File: config.mk
export PLATFORM = sky130hd
export DESIGN_NAME = e1_frame_aligner
export DESIGN_NICKNAME = d
export VERILOG_FILES = /design/src/rtl/e1fa_pkg.sv /design/src/rtl/e1fa_timebase.sv /design/src/rtl/e1fa_mf_track.sv /design/src/rtl/e1_frame_aligner.sv
export SDC_FILE = /design/constraint.sdc
export NUM_CORES = 1
export LEC_CHECK = 0
export BUFFER_PORTS_ARGS = -buffer_cell sky130_fd_sc_hd__buf_2
export CAP_MARGIN = 20
export CELL_PAD_IN_SITES_DETAIL_PLACEMENT = 1
export CELL_PAD_IN_SITES_GLOBAL_PLACEMENT = 2
export CORE_MARGIN = 2
export CORE_UTILIZATION = 40
export DETAILED_ROUTE_END_ITERATION = 16
export PLACE_DENSITY_LB_ADDON = 0.1
export SYNTH_ARGS = -nofsm -noshare
export SYNTH_HDL_FRONTEND = slang
export SYNTH_HIERARCHICAL = 1
export SYNTH_SLANG_ARGS = --single-unit
export TNS_END_PERCENT = 10
File: constraint.sdc
create_clock -name clk_i -period 2.6 [get_ports clk_i]
set_input_delay 0 -clock clk_i [delete_from_list [all_inputs] [get_ports clk_i]]
set_output_delay 0 -clock clk_i [all_outputs]
set_load 0.03 [all_outputs]
File: src/rtl/e1fa_pkg.sv
package e1fa_pkg;

    typedef enum logic [2:0] {
        ST_SEARCH,
        ST_VFY_NFAS,
        ST_VFY_FAS,
        ST_SYNCED,
        ST_HOLD
    } align_st_e;

    // alignment word, bits 2..8 of timeslot 0 in even frames
    localparam logic [6:0] FAS_WORD = 7'b0011011;
    // CRC4 multiframe marker, bit 1 of six successive odd frames
    localparam logic [5:0] CRC_MFAS = 6'b001011;

endpackage

File: src/rtl/e1fa_timebase.sv
module e1fa_timebase #(
    parameter int FRAME_BITS = 256,
    parameter int LOAD_POS   = 8,
    localparam int PW        = $clog2(FRAME_BITS)
) (
    input  logic          clk_i,
    input  logic          rst_ni,
    input  logic          load_i,
    output logic [PW-1:0] pos_o,
    output logic          fas_frame_o,
    output logic          frame_end_o
);

    assign frame_end_o = (pos_o == PW'(FRAME_BITS - 1));

    always_ff @(posedge clk_i or negedge rst_ni) begin
        if (!rst_ni) begin
            pos_o       <= '0;
            fas_frame_o <= 1'b0;
        end else if (load_i) begin
            pos_o       <= PW'(LOAD_POS);
            fas_frame_o <= 1'b1;
        end else if (frame_end_o) begin
            pos_o       <= '0;
            fas_frame_o <= ~fas_frame_o;
        end else begin
            pos_o <= pos_o + 1'b1;
        end
    end

endmodule

File: src/rtl/e1fa_mf_track.sv
module e1fa_mf_track #(
    parameter int MF_FRAMES  = 16,
    parameter int MARK_FRAME = 0,
    localparam int FW        = $clog2(MF_FRAMES)
) (
    input  logic clk_i,
    input  logic rst_ni,
    input  logic en_i,
    input  logic mark_i,
    input  logic frame_end_i,
    output logic locked_o,
    output logic last_o
);

    logic [FW-1:0] fn_q;

    always_ff @(posedge clk_i or negedge rst_ni) begin
        if (!rst_ni) begin
            fn_q     <= '0;
            locked_o <= 1'b0;
        end else if (!en_i) begin
            fn_q     <= '0;
            locked_o <= 1'b0;
        end else if (mark_i) begin
            fn_q     <= FW'(MARK_FRAME);
            locked_o <= 1'b1;
        end else if (frame_end_i && locked_o) begin
            fn_q <= (fn_q == FW'(MF_FRAMES - 1)) ? '0 : fn_q + 1'b1;
        end
    end

    assign last_o = locked_o && (fn_q == FW'(MF_FRAMES - 1));


    mf_clear_chk: assert property (@(posedge clk_i) disable iff (!rst_ni)
        !en_i |=> !locked_o);

endmodule

File: src/rtl/e1_frame_aligner.sv
module e1_frame_aligner
    import e1fa_pkg::*;
#(
    parameter int FRAME_BITS = 256,
    parameter int MF_FRAMES  = 16,
    parameter int LOSS_LIMIT = 3
) (
    input  logic clk_i,
    input  logic rst_ni,
    input  logic rx_bit_i,
    input  logic cfg_crit_i,
    input  logic cfg_auto_dis_i,
    input  logic cfg_resync_i,
    input  logic cfg_mf_mode_i,
    input  logic cfg_mf_crc4_i,
    output logic in_sync_o,
    output logic sync_o,
    output logic loss_o
);

    localparam int PW         = $clog2(FRAME_BITS);
    localparam int EW         = $clog2(LOSS_LIMIT + 1);
    localparam int TS0_LAST   = 7;
    localparam int TS16_LAST  = 16 * 8 + 3;
    localparam int MFAS_FRAME = MF_FRAMES - 5;

    align_st_e     st_q, st_d;
    logic [EW-1:0] err_q, err_d;
    logic [6:0]    hist_q;
    logic [5:0]    crc_hist_q;
    logic          resync_prev_q;
    logic          resync_rise, load, loss_d;
    logic [PW-1:0] pos;
    logic          fas_frame, frame_end;
    logic [6:0]    win;
    logic          fas_ok, bit1, bit2, chk, word_ok;
    logic [1:0]    mf_mark, mf_locked, mf_last;

    assign win         = {hist_q[5:0], rx_bit_i};
    assign fas_ok      = (win == FAS_WORD);
    assign bit2        = hist_q[5];
    assign bit1        = hist_q[6];
    assign chk         = (pos == PW'(TS0_LAST));
    assign word_ok     = fas_frame ? fas_ok : bit2;
    assign resync_rise = cfg_resync_i && !resync_prev_q;

    e1fa_timebase #(
        .FRAME_BITS (FRAME_BITS),
        .LOAD_POS   (TS0_LAST + 1)
    ) u_timebase (
        .clk_i       (clk_i),
        .rst_ni      (rst_ni),
        .load_i      (load),
        .pos_o       (pos),
        .fas_frame_o (fas_frame),
        .frame_end_o (frame_end)
    );

    // multiframe markers: [0] signalling, [1] CRC4
    assign mf_mark[0] = in_sync_o && (pos == PW'(TS16_LAST))
                        && ({hist_q[2:0], rx_bit_i} == 4'b0000);
    assign mf_mark[1] = in_sync_o && chk && !fas_frame
                        && ({crc_hist_q[4:0], bit1} == CRC_MFAS);

    for (genvar g = 0; g < 2; g++) begin : g_mf
        e1fa_mf_track #(
            .MF_FRAMES  (MF_FRAMES),
            .MARK_FRAME ((g == 0) ? 0 : MFAS_FRAME)
        ) u_track (
            .clk_i       (clk_i),
            .rst_ni      (rst_ni),
            .en_i        (in_sync_o),
            .mark_i      (mf_mark[g]),
            .frame_end_i (frame_end),
            .locked_o    (mf_locked[g]),
            .last_o      (mf_last[g])
        );
    end

    // next state
    always_comb begin
        st_d   = st_q;
        err_d  = err_q;
        loss_d = 1'b0;
        load   = 1'b0;
        if (resync_rise) begin
            st_d  = ST_SEARCH;
            err_d = '0;
        end else begin
            unique case (st_q)
                ST_SEARCH: begin
                    if (fas_ok) begin
                        st_d  = ST_VFY_NFAS;
                        load  = 1'b1;
                        err_d = '0;
                    end
                end
                ST_VFY_NFAS: if (chk) st_d = bit2 ? ST_VFY_FAS : ST_SEARCH;
                ST_VFY_FAS:  if (chk) st_d = fas_ok ? ST_SYNCED : ST_SEARCH;
                ST_SYNCED: begin
                    if (chk && (fas_frame || cfg_crit_i)) begin
                        if (word_ok) begin
                            err_d = '0;
                        end else if (err_q == EW'(LOSS_LIMIT - 1)) begin
                            err_d  = '0;
                            loss_d = 1'b1;
                            st_d   = cfg_auto_dis_i ? ST_HOLD : ST_SEARCH;
                        end else begin
                            err_d = err_q + 1'b1;
                        end
                    end
                end
                ST_HOLD: st_d = ST_HOLD;
                default: st_d = ST_SEARCH;
            endcase
        end
    end

    // state register
    always_ff @(posedge clk_i or negedge rst_ni) begin
        if (!rst_ni) begin
            st_q          <= ST_SEARCH;
            err_q         <= '0;
            hist_q        <= '1;
            resync_prev_q <= 1'b0;
            crc_hist_q    <= '1;
        end else begin
            st_q          <= st_d;
            err_q         <= err_d;
            hist_q        <= win;
            resync_prev_q <= cfg_resync_i;
            if (!in_sync_o)
                crc_hist_q <= '1;
            else if (chk && !fas_frame)
                crc_hist_q <= {crc_hist_q[4:0], bit1};
        end
    end

    // outputs
    always_ff @(posedge clk_i or negedge rst_ni) begin
        if (!rst_ni) begin
            in_sync_o <= 1'b0;
            sync_o    <= 1'b0;
            loss_o    <= 1'b0;
        end else begin
            in_sync_o <= (st_d == ST_SYNCED);
            loss_o    <= loss_d;
            sync_o    <= (st_q == ST_SYNCED) && !resync_rise && frame_end
                         && (!cfg_mf_mode_i
                             || (cfg_mf_crc4_i ? mf_last[1] : mf_last[0]));
        end
    end


    rise_from_verify_chk: assert property (@(posedge clk_i) disable iff (!rst_ni)
        $rose(in_sync_o) |-> ($past(st_q) == ST_VFY_FAS));

    sync_in_align_chk: assert property (@(posedge clk_i) disable iff (!rst_ni)
        sync_o |-> in_sync_o);

    loss_drop_chk: assert property (@(posedge clk_i) disable iff (!rst_ni)
        loss_o |-> (!in_sync_o && $past(in_sync_o)));

    hold_stay_chk: assert property (@(posedge clk_i) disable iff (!rst_ni)
        ((st_q == ST_HOLD) && !resync_rise) |=> (st_q == ST_HOLD));

    resync_search_chk: assert property (@(posedge clk_i) disable iff (!rst_ni)
        resync_rise |=> (st_q == ST_SEARCH));

endmodule

==> results_dict.tcl, run 1 <==
set metrics [dict create \
    finalCritPeriodShare_pct 79.2 \
    syn_area_um2 2010 \
    synth_xor_area_share_pct 2.18 \
    internal-power_uw 972 \
    root_buffer "clkbuf_8" \
    fin_crit_ps 2060 \
    yosysSeqAreaShare_pct 50.5 \
    setup_viol 0 \
    p_sw_uw 409 \
    fin_skew_ps 13.1 \
    synthAdderAreaFrac_pct 1.87 \
    ys.flop_type "dfrtp_1" \
    maxSlewHeadroom_pct 41.4 \
    fmaxAchievable_mhz 485 \
    num_vias 1487 \
    synth_cell_type_count 54 \
    sw_frac_of_total_pct 29.6 \
    cts.clk_slew.worst_paths_ps 80 \
    hpwlAfterDp_um 3180 \
    grtUsageTotal_pct 18.1 \
    hold_viol 0 \
    status "complete, no violations" \
    startpoint_type "register" \
    critPathSlowestCell "dfrtp_1" \
    ant_nets 0 \
    drive_gt1_share_pct 23.6 \
    port_buffers 10 \
    cts.repair.resized 0 \
    synthCells 183 \
    critPathRequiredTime_ps 2820 \
    cts_setup_buffers 0 \
    start_util_pct 42.0 \
    syn2layout_area_growth_pct 12.1 \
    synth-compound-area-share_pct 11.9 \
    num_rows 25 \
    post_drt_wl_per_cell_um 16.2 \
    grt_pass1_wl_um 7600 \
    crit_fanout 9 \
    final_cell_mix "dfrtp_1, nand2_1, nor2_1" \
    utilization_pct 47.1 \
    rsz0062_at_grt "no" \
    cts_buffer_depth 2 \
    via_per_inst 5.51 \
    slew_viol_final 0 \
    crit_type "register to register" \
    p_leak_nw 0.876 \
    holdWs_ps 19.8 \
    die-area_um2 5610 \
    wirelength_um 4380 \
    cts_buffers 5 \
    crit_chain "ha_1, nand2_1, nor3_2, nand3_1, or3_1, a21oi_1" \
    num_antenna_cells 0 \
    worstMarginPinSlew_ps 879 \
    p_seq_share_pct 57.2 \
    clock-sinks 40 \
    boundaryPins 11 \
    grt_max_degree 41 \
    drc 0 \
    drtIter0Drc 40 \
    synthesis.nets 194 \
    antenna_found_initial 0 \
    yosysWarningCount 6 \
    die_h_um 74.9 \
    postCtsHoldBufs 3 \
    first_pass_iters 4 \
    clock_latency_ps 290 \
    avgSynthCellArea_um2 11.0 \
    grt_pass1_vias 1557 \
    mostFrequentLayoutCell "dfrtp_1" \
    gp_congestion 0.862 \
    nNetsFinal 213 \
    maxCapViolCount 0 \
    overflow 0 \
    finalSetupTns_ps 0 \
    critPathArrivalTime_ps 2280 \
    cpPeakStageDelay_ps 490 \
    cts_tree "built" \
    synth_top_family_by_area "simple AND/OR/NAND/NOR gates" \
    p_clk_share_pct 28.3 \
    async_reset_ff_share_pct 100 \
    min_path_type "primary input to register" \
    cts_max_level 2 \
    max-vdd-ir-drop_mv 0.378 \
    synthMuxAreaShare_pct 2.49 \
    ys_seq_elements 40 \
    synth_edf_count 0 \
    cp-end-kind "register" \
    combPwrFrac_pct 14.5 \
    synth-simple-area-share_pct 29.7 \
    core_area_um2 4790 \
    power_density_nw_per_um2 613 \
    die_w_um 74.9 \
]
cell usage after synthesis, types with 3 or more instances:
cell type,number,area share [%]
o21ai_0,8,2.0
dfstp_2,12,16
a21oi_1,12,3.0
nor2b_1,4,1.2
mux2i_1,5,2.5
nand3_1,10,2.5
nand2_1,14,2.6
or3_1,3,0.93
nor3_1,6,1.5
nor2_1,13,2.4
inv_1,5,0.93
ha_1,3,1.9
dfrtp_1,28,35
a211oi_1,3,1.1
o21ai_1,3,0.75
xor2_1,4,1.7
through the flow:
stage	cells	area [µm²]	setup slack [ps]	total power, mW
floorplan	183	2010	634	0.920
global placement	259	2140	694	0.989
detailed placement	259	2140	566	1.00
CTS	270	2250	521	1.41
global route	270	2250	337	1.47
finish	270	2250	540	1.38
cell type report:
cell class | count | area, µm²
clock buffers | 7 | 76.3
clock inverters | 1 | 5.00
fillers | 534 | 2530
inverters | 5 | 18.8
multi-input cells | 136 | 967
flip-flops and latches | 40 | 1020
well taps | 67 | 83.8
repair buffers | 14 | 87.6
critical path: cells and delay by family (launching register included):
kind	cells	cell delay [ps]
flip-flops	1	490
AO/OA/AOI/OAI	1	150
AND/OR/NAND/NOR	4	1010
adder cells (fa/ha/maj)	1	320
power groups by stage:
stage / clock [mW] / combinational, mW / sequential (mW)
floorplan: 0 / 0.149 / 0.771
finish: 0.391 / 0.200 / 0.790
CTS: 0.413 / 0.203 / 0.792
global route: 0.438 / 0.224 / 0.805
global placement: 0 / 0.193 / 0.795
detailed placement: 0 / 0.197 / 0.802
metal layers:
metal	vias to the layer above	routed length, µm	GRT usage, %
li1	718	-	-
met1	744	2100	24.1
met5	-	0	0
met3	4	101	4.28
met2	21	2140	29.4
met4	0	39	5.75
flip-flops by register name, summed over array words and instances (netlist names), 2 cells and up:
| name | flops |
|---|---|
| g_mf.u_track/locked_o | 2 |
| hist_q | 7 |
| crc_hist_q | 5 |
| g_mf.u_track/fn_q | 8 |
| err_q | 2 |
| st_q | 3 |
| u_timebase/pos_o | 8 |
path summary, 6_finish.rpt:
kind                                     start                 endpoint  slack (ps)  cells after the start
max                        u_timebase/pos_o[0]  g_mf[0].u_track/fn_q[3]         540                      6
min                              cfg_mf_mode_i                   sync_o          20                      3
max reg2reg                u_timebase/pos_o[0]  g_mf[0].u_track/fn_q[3]         540                      6
min reg2reg                          hist_q[4]                hist_q[5]         370                      0
max in group asynchronous               rst_ni      u_timebase/pos_o[6]        1670                      2
min in group asynchronous               rst_ni  g_mf[0].u_track/fn_q[0]         360                      2
logic make-up after synthesis:
family / count (synthesis)
buffers and inverters: 7
XOR/XNOR: 5
multiplexers: 5
AND/OR/NAND/NOR: 85
adder cells (fa/ha/maj): 3
AO/OA/AOI/OAI: 38
flip-flops: 40
Note: power is estimated with default switching activity, not from simulation.
==> inputs of run 2 (changes only) <==
Settings changed: CORE_UTILIZATION 40 to 36.
Clock period 2.6 ns to 1.88 ns, I/O delays scaled along.
==> results_dict.tcl, run 2 (synthesized netlist as in run 1, its figures left out) <==
set metrics [dict create \
    status "complete, no violations" \
    setup_viol 0 \
    root_buffer "clkbuf_8" \
    crit_fanout 6 \
    grt_max_degree 22 \
    clock-sinks 40 \
    syn2layout_area_growth_pct 17.1 \
    dr_wl_met2_um 2470 \
    via_per_inst 5.44 \
    num_rows 27 \
    fin_total_pwr_mw 1.99 \
    overflow 0 \
    critPathSlowestCell "or4b_4" \
    boundaryPins 11 \
    fin_skew_ps 7.68 \
    hpwlAfterDp_um 3450 \
    wirelength_um 4720 \
    top_layer "met4" \
    fin_crit_ps 1750 \
    cts_buffers 5 \
    startpoint_type "register" \
    ant_nets 0 \
    final_cell_mix "dfrtp_1, nand2_1, nor2_1" \
    fillers 626 \
    gp_congestion 0.862 \
    cp-end-kind "register" \
    grt_pass1_wl_um 8120 \
    crit_type "register to register" \
    min_path_type "primary input to register" \
    die-area_um2 6200 \
    crit_buf_inv 0 \
    met1Wirelength_um 2080 \
    largestRegisters "g_mf.u_track/fn_q: 8 flops, u_timebase/pos_o: 8 flops, hist_q: 7 flops" \
    critPathArrivalTime_ps 1960 \
    cpPeakStageDelay_ps 600 \
    max-vdd-ir-drop_mv 0.448 \
    drtIter0Drc 41 \
    num_vias 1550 \
    maxCapViolCount 0 \
    cts_max_level 2 \
    crit_chain "or4b_4, nor3_4, mux2i_1, nand2_1" \
    path_delay_family "simple AND/OR/NAND/NOR gates" \
    power_density_nw_per_um2 844 \
    die_h_um 78.7 \
    grt_pass1_vias 1667 \
    hold_viol 0 \
    die_w_um 78.7 \
    stdcell_count 285 \
    nNetsFinal 223 \
    start_util_pct 37.0 \
    worstMarginPinSlew_ps 435 \
    port_buffers 10 \
    maxSlewHeadroom_pct 70.7 \
    p_leak_nw 0.944 \
    post_drt_wl_per_cell_um 16.5 \
    drc 0 \
    wl_met3_um 111 \
    place_ws_ps 102 \
    cts.clk_slew.worst_paths_ps 80 \
    dp_cells 274 \
    core_area_um2 5440 \
    fmaxAchievable_mhz 573 \
    critPathRequiredTime_ps 2100 \
    slew_viol_final 0 \
    clock_latency_ps 290 \
    grtUsageTotal_pct 16.9 \
    first_pass_iters 4 \
    utilization_pct 43.3 \
    cts_tree "built" \
    mostFrequentLayoutCell "dfrtp_1" \
    num_antenna_cells 0 \
    finalCritPeriodShare_pct 92.8 \
    antenna_found_initial 0 \
    drive_gt1_share_pct 28.6 \
    timing.final.ws_setup_ps 135 \
    cts_buffer_depth 2 \
]
==> run 2: power by group <==
group	total [mW]	internal [mW]	switching, mW
Combinational	0.345	0.173	0.172
Sequential	1.08	0.952	0.132
Clock	0.558	0.261	0.297
Total	1.99	1.39	0.601
==> run 2: worst reg2reg max path, stage by stage (launching register included) <==
cell and delay, ps:
dfrtp_2 460, or4b_4 600, nor3_4 270, mux2i_1 260
nand2_1 90
==> run 2: layout make-up <==
class,count,area [µm²],area share [%]
Clock inverter,1,5.00,0.213
Tap cell,72,90.1,3.83
Inverter,5,18.8,0.797
Timing Repair Buffer,24,163,6.91
Multi-Input combinational cell,136,982,41.7
Sequential cell,40,1020,43.3
Clock buffer,7,76.3,3.24
==> run 2: timing repair <==
item                                    CTS  global route
buffers inserted                          0             0
hold buffers                              3             0
gates resized for setup                   0             4
endpoints found under the setup margin    0             3
hold endpoints to repair                 21             0
==> run 2: through the flow <==
step | TNS (ps) | hold WS (ps) | area (µm²)
2_1_floorplan | 0 | -296 | 2020
5_1_grt | -2.69 | 3.30 | 2350
3_5_place_dp | 0 | -28.6 | 2230
3_3_place_gp | 0 | -39.1 | 2230
4_1_cts | 0 | 3.68 | 2340
6_report | 0 | 14.5 | 2350
==> run 2: worst paths after layout <==
| check | endpoint | slack [ps] | cells past startpoint | startpoint |
|---|---|---|---|---|
| min reg2reg | hist_q[5] | 380 | 0 | hist_q[4] |
| max reg2reg | crc_hist_q[3] | 130 | 4 | u_timebase/pos_o[4] |
| min | sync_o | 10 | 3 | cfg_mf_mode_i |
| max | crc_hist_q[3] | 130 | 4 | u_timebase/pos_o[4] |
| max in group asynchronous | hist_q[0] | 990 | 3 | rst_ni |
| min in group asynchronous | g_mf[0].u_track/fn_q[3] | 170 | 2 | rst_ni |
==> run 2: metal layers <==
layer,GRT usage [%],up-vias
li1,-,733
met1,21.0,789
met2,29.1,22
met3,4.32,6
met4,5.09,0
met5,0,-
==> inputs of run 3 (changes only) <==
Settings changed: REMOVE_ABC_BUFFERS set to 1.
==> results_dict.tcl, run 3 (synthesized netlist as in run 1, its figures left out) <==
set metrics [dict create \
    status "complete, no violations" \
    sw_frac_of_total_pct 28.0 \
    num_antenna_cells 0 \
    grt_max_degree 41 \
    cts_tree "built" \
    drc 0 \
    port_buffers 10 \
    nNetsFinal 222 \
    cts_buffer_depth 2 \
    crit_fanout 6 \
    grtUsageTotal_pct 16.7 \
    core_area_um2 5440 \
    grt_pass1_vias 1655 \
    setup_viol 0 \
    p_leak_nw 0.951 \
    cts_buffers 5 \
    fmaxAchievable_mhz 575 \
    num_rows 27 \
    dpl_cell_area_um2 2230 \
    slew_viol_final 0 \
    root_buffer "clkbuf_8" \
    syn2layout_area_growth_pct 18.2 \
    die_h_um 78.7 \
    cp-end-kind "register" \
    startpoint_type "register" \
    p_clk_share_pct 32.7 \
    fin_crit_ps 1740 \
    internal-power_mw 1.52 \
    final_cell_area_um2 2380 \
    start_util_pct 37.0 \
    grt_pass1_wl_um 8020 \
    die_w_um 78.7 \
    first_pass_iters 4 \
    ant_nets 0 \
    maxSlewHeadroom_pct 40.6 \
    clock_latency_ps 290 \
    via_per_inst 5.38 \
    cts_setup_buffers 0 \
    min_path_type "primary input to register" \
    critPathRequiredTime_ps 2060 \
    stdcell_count 284 \
    p_seq_share_pct 50.5 \
    max-vdd-ir-drop_mv 0.390 \
    critPathArrivalTime_ps 1920 \
    fin_skew_ps 6.32 \
    dp_cells 273 \
    fillers 626 \
    drtIter0Drc 50 \
    clock-sinks 40 \
    final_cell_mix "dfrtp_1, nand2_1, nor2_1" \
    hold_viol 0 \
    maxCapViolCount 0 \
    power_density_nw_per_um2 887 \
    mostFrequentLayoutCell "dfrtp_1" \
    cts.clk_slew.worst_paths_ps 80 \
    worstMarginPinSlew_ps 891 \
    hpwlAfterDp_um 3430 \
    crit_type "register to register" \
    drive_gt1_share_pct 28.3 \
    antenna_found_initial 0 \
    wirelength_um 4650 \
    overflow 0 \
    gp_congestion 0.779 \
    combPwrFrac_pct 16.8 \
    die-area_um2 6200 \
    num_vias 1529 \
    boundaryPins 11 \
    p_sw_uw 590 \
    finalCritPeriodShare_pct 92.5 \
    cts_max_level 2 \
    post_drt_wl_per_cell_um 16.4 \
    rsz0062_at_grt "no" \
    largestRegisters "g_mf.u_track/fn_q: 8 flops, u_timebase/pos_o: 8 flops, hist_q: 7 flops" \
]
==> run 3: cell types whose count changed in the layout (fill, tap and decap cells not counted), sizes merged <==
cell    previous run  this run
bufinv             0         1
buf               21        20
clkbuf             7         6
==> run 3: metal layers <==
metal  vias up  part of all wire [%]  wire length (µm)  GRT usage (%)
met5         -                     0                 0              0
met1       776                    44              2040           19.3
met3         4                   2.5               118           3.98
met4         0                  0.56                26           4.56
met2        17                    53              2470           30.9
li1        732                     -                 -              -
==> run 3: stage by stage <==
step | power, mW | utilization, % | hold slack, ps | TNS [ps] | worst slack [ps]
final | 2.11 | 43.7 | 38.9 | 0 | 141
after global routing | 2.22 | 43.7 | 44.8 | 0 | 18.0
after CTS | 2.13 | 43.5 | 32.9 | 0 | 7.53
after detailed placement | 1.42 | 41.0 | 127 | 0 | 33.3
after global placement | 1.40 | 41.0 | 123 | 0 | 164
after floorplan | 1.27 | - | -296 | -92.4 | -86.4
==> run 3: path summary, 6_finish.rpt <==
kind | endpoint | cells past startpoint | from | slack [ps]
max reg2reg | err_q[1] | 4 | u_timebase/pos_o[4] | 140
min | sync_o | 3 | cfg_mf_mode_i | 40
min reg2reg | hist_q[5] | 0 | hist_q[4] | 370
max | err_q[1] | 4 | u_timebase/pos_o[4] | 140
max in group asynchronous | u_timebase/pos_o[4] | 2 | rst_ni | 890
min in group asynchronous | g_mf[0].u_track/fn_q[3] | 2 | rst_ni | 370
==> run 3: what timing repair did <==
item | in CTS | in global routing
endpoints found under the hold margin | 30 | 0
hold buffers | 3 | 0
gates resized for setup | 0 | 3
setup endpoints to repair | 0 | 5
==> run 3: final cells by class <==
| class | count | area (µm²) | area share, % |
|---|---|---|---|
| Clock inverter | 2 | 35.0 | 1.47 |
| Multi-Input combinational cell | 136 | 973 | 41.0 |
| Clock buffer | 6 | 72.6 | 3.05 |
| Tap cell | 72 | 90.1 | 3.79 |
| Timing Repair Buffer | 23 | 168 | 7.06 |
| Sequential cell | 40 | 1020 | 42.9 |
| Inverter | 5 | 18.8 | 0.790 |
==> run 3: power groups by stage <==
stage | sequential [mW] | combinational (mW) | clock, mW
2_1_floorplan | 1.07 | 0.205 | 0
3_3_place_gp | 1.06 | 0.336 | 0
6_report | 1.06 | 0.355 | 0.688
5_1_grt | 1.08 | 0.394 | 0.750
4_1_cts | 1.05 | 0.354 | 0.718
3_5_place_dp | 1.07 | 0.348 | 0
==> run 3: worst max-delay path: stages (launching register included) <==
cell,delay (ps)
dfrtp_2,450
or4b_4,590
nor4_2,240
a211oi_1,100
a22o_1,240
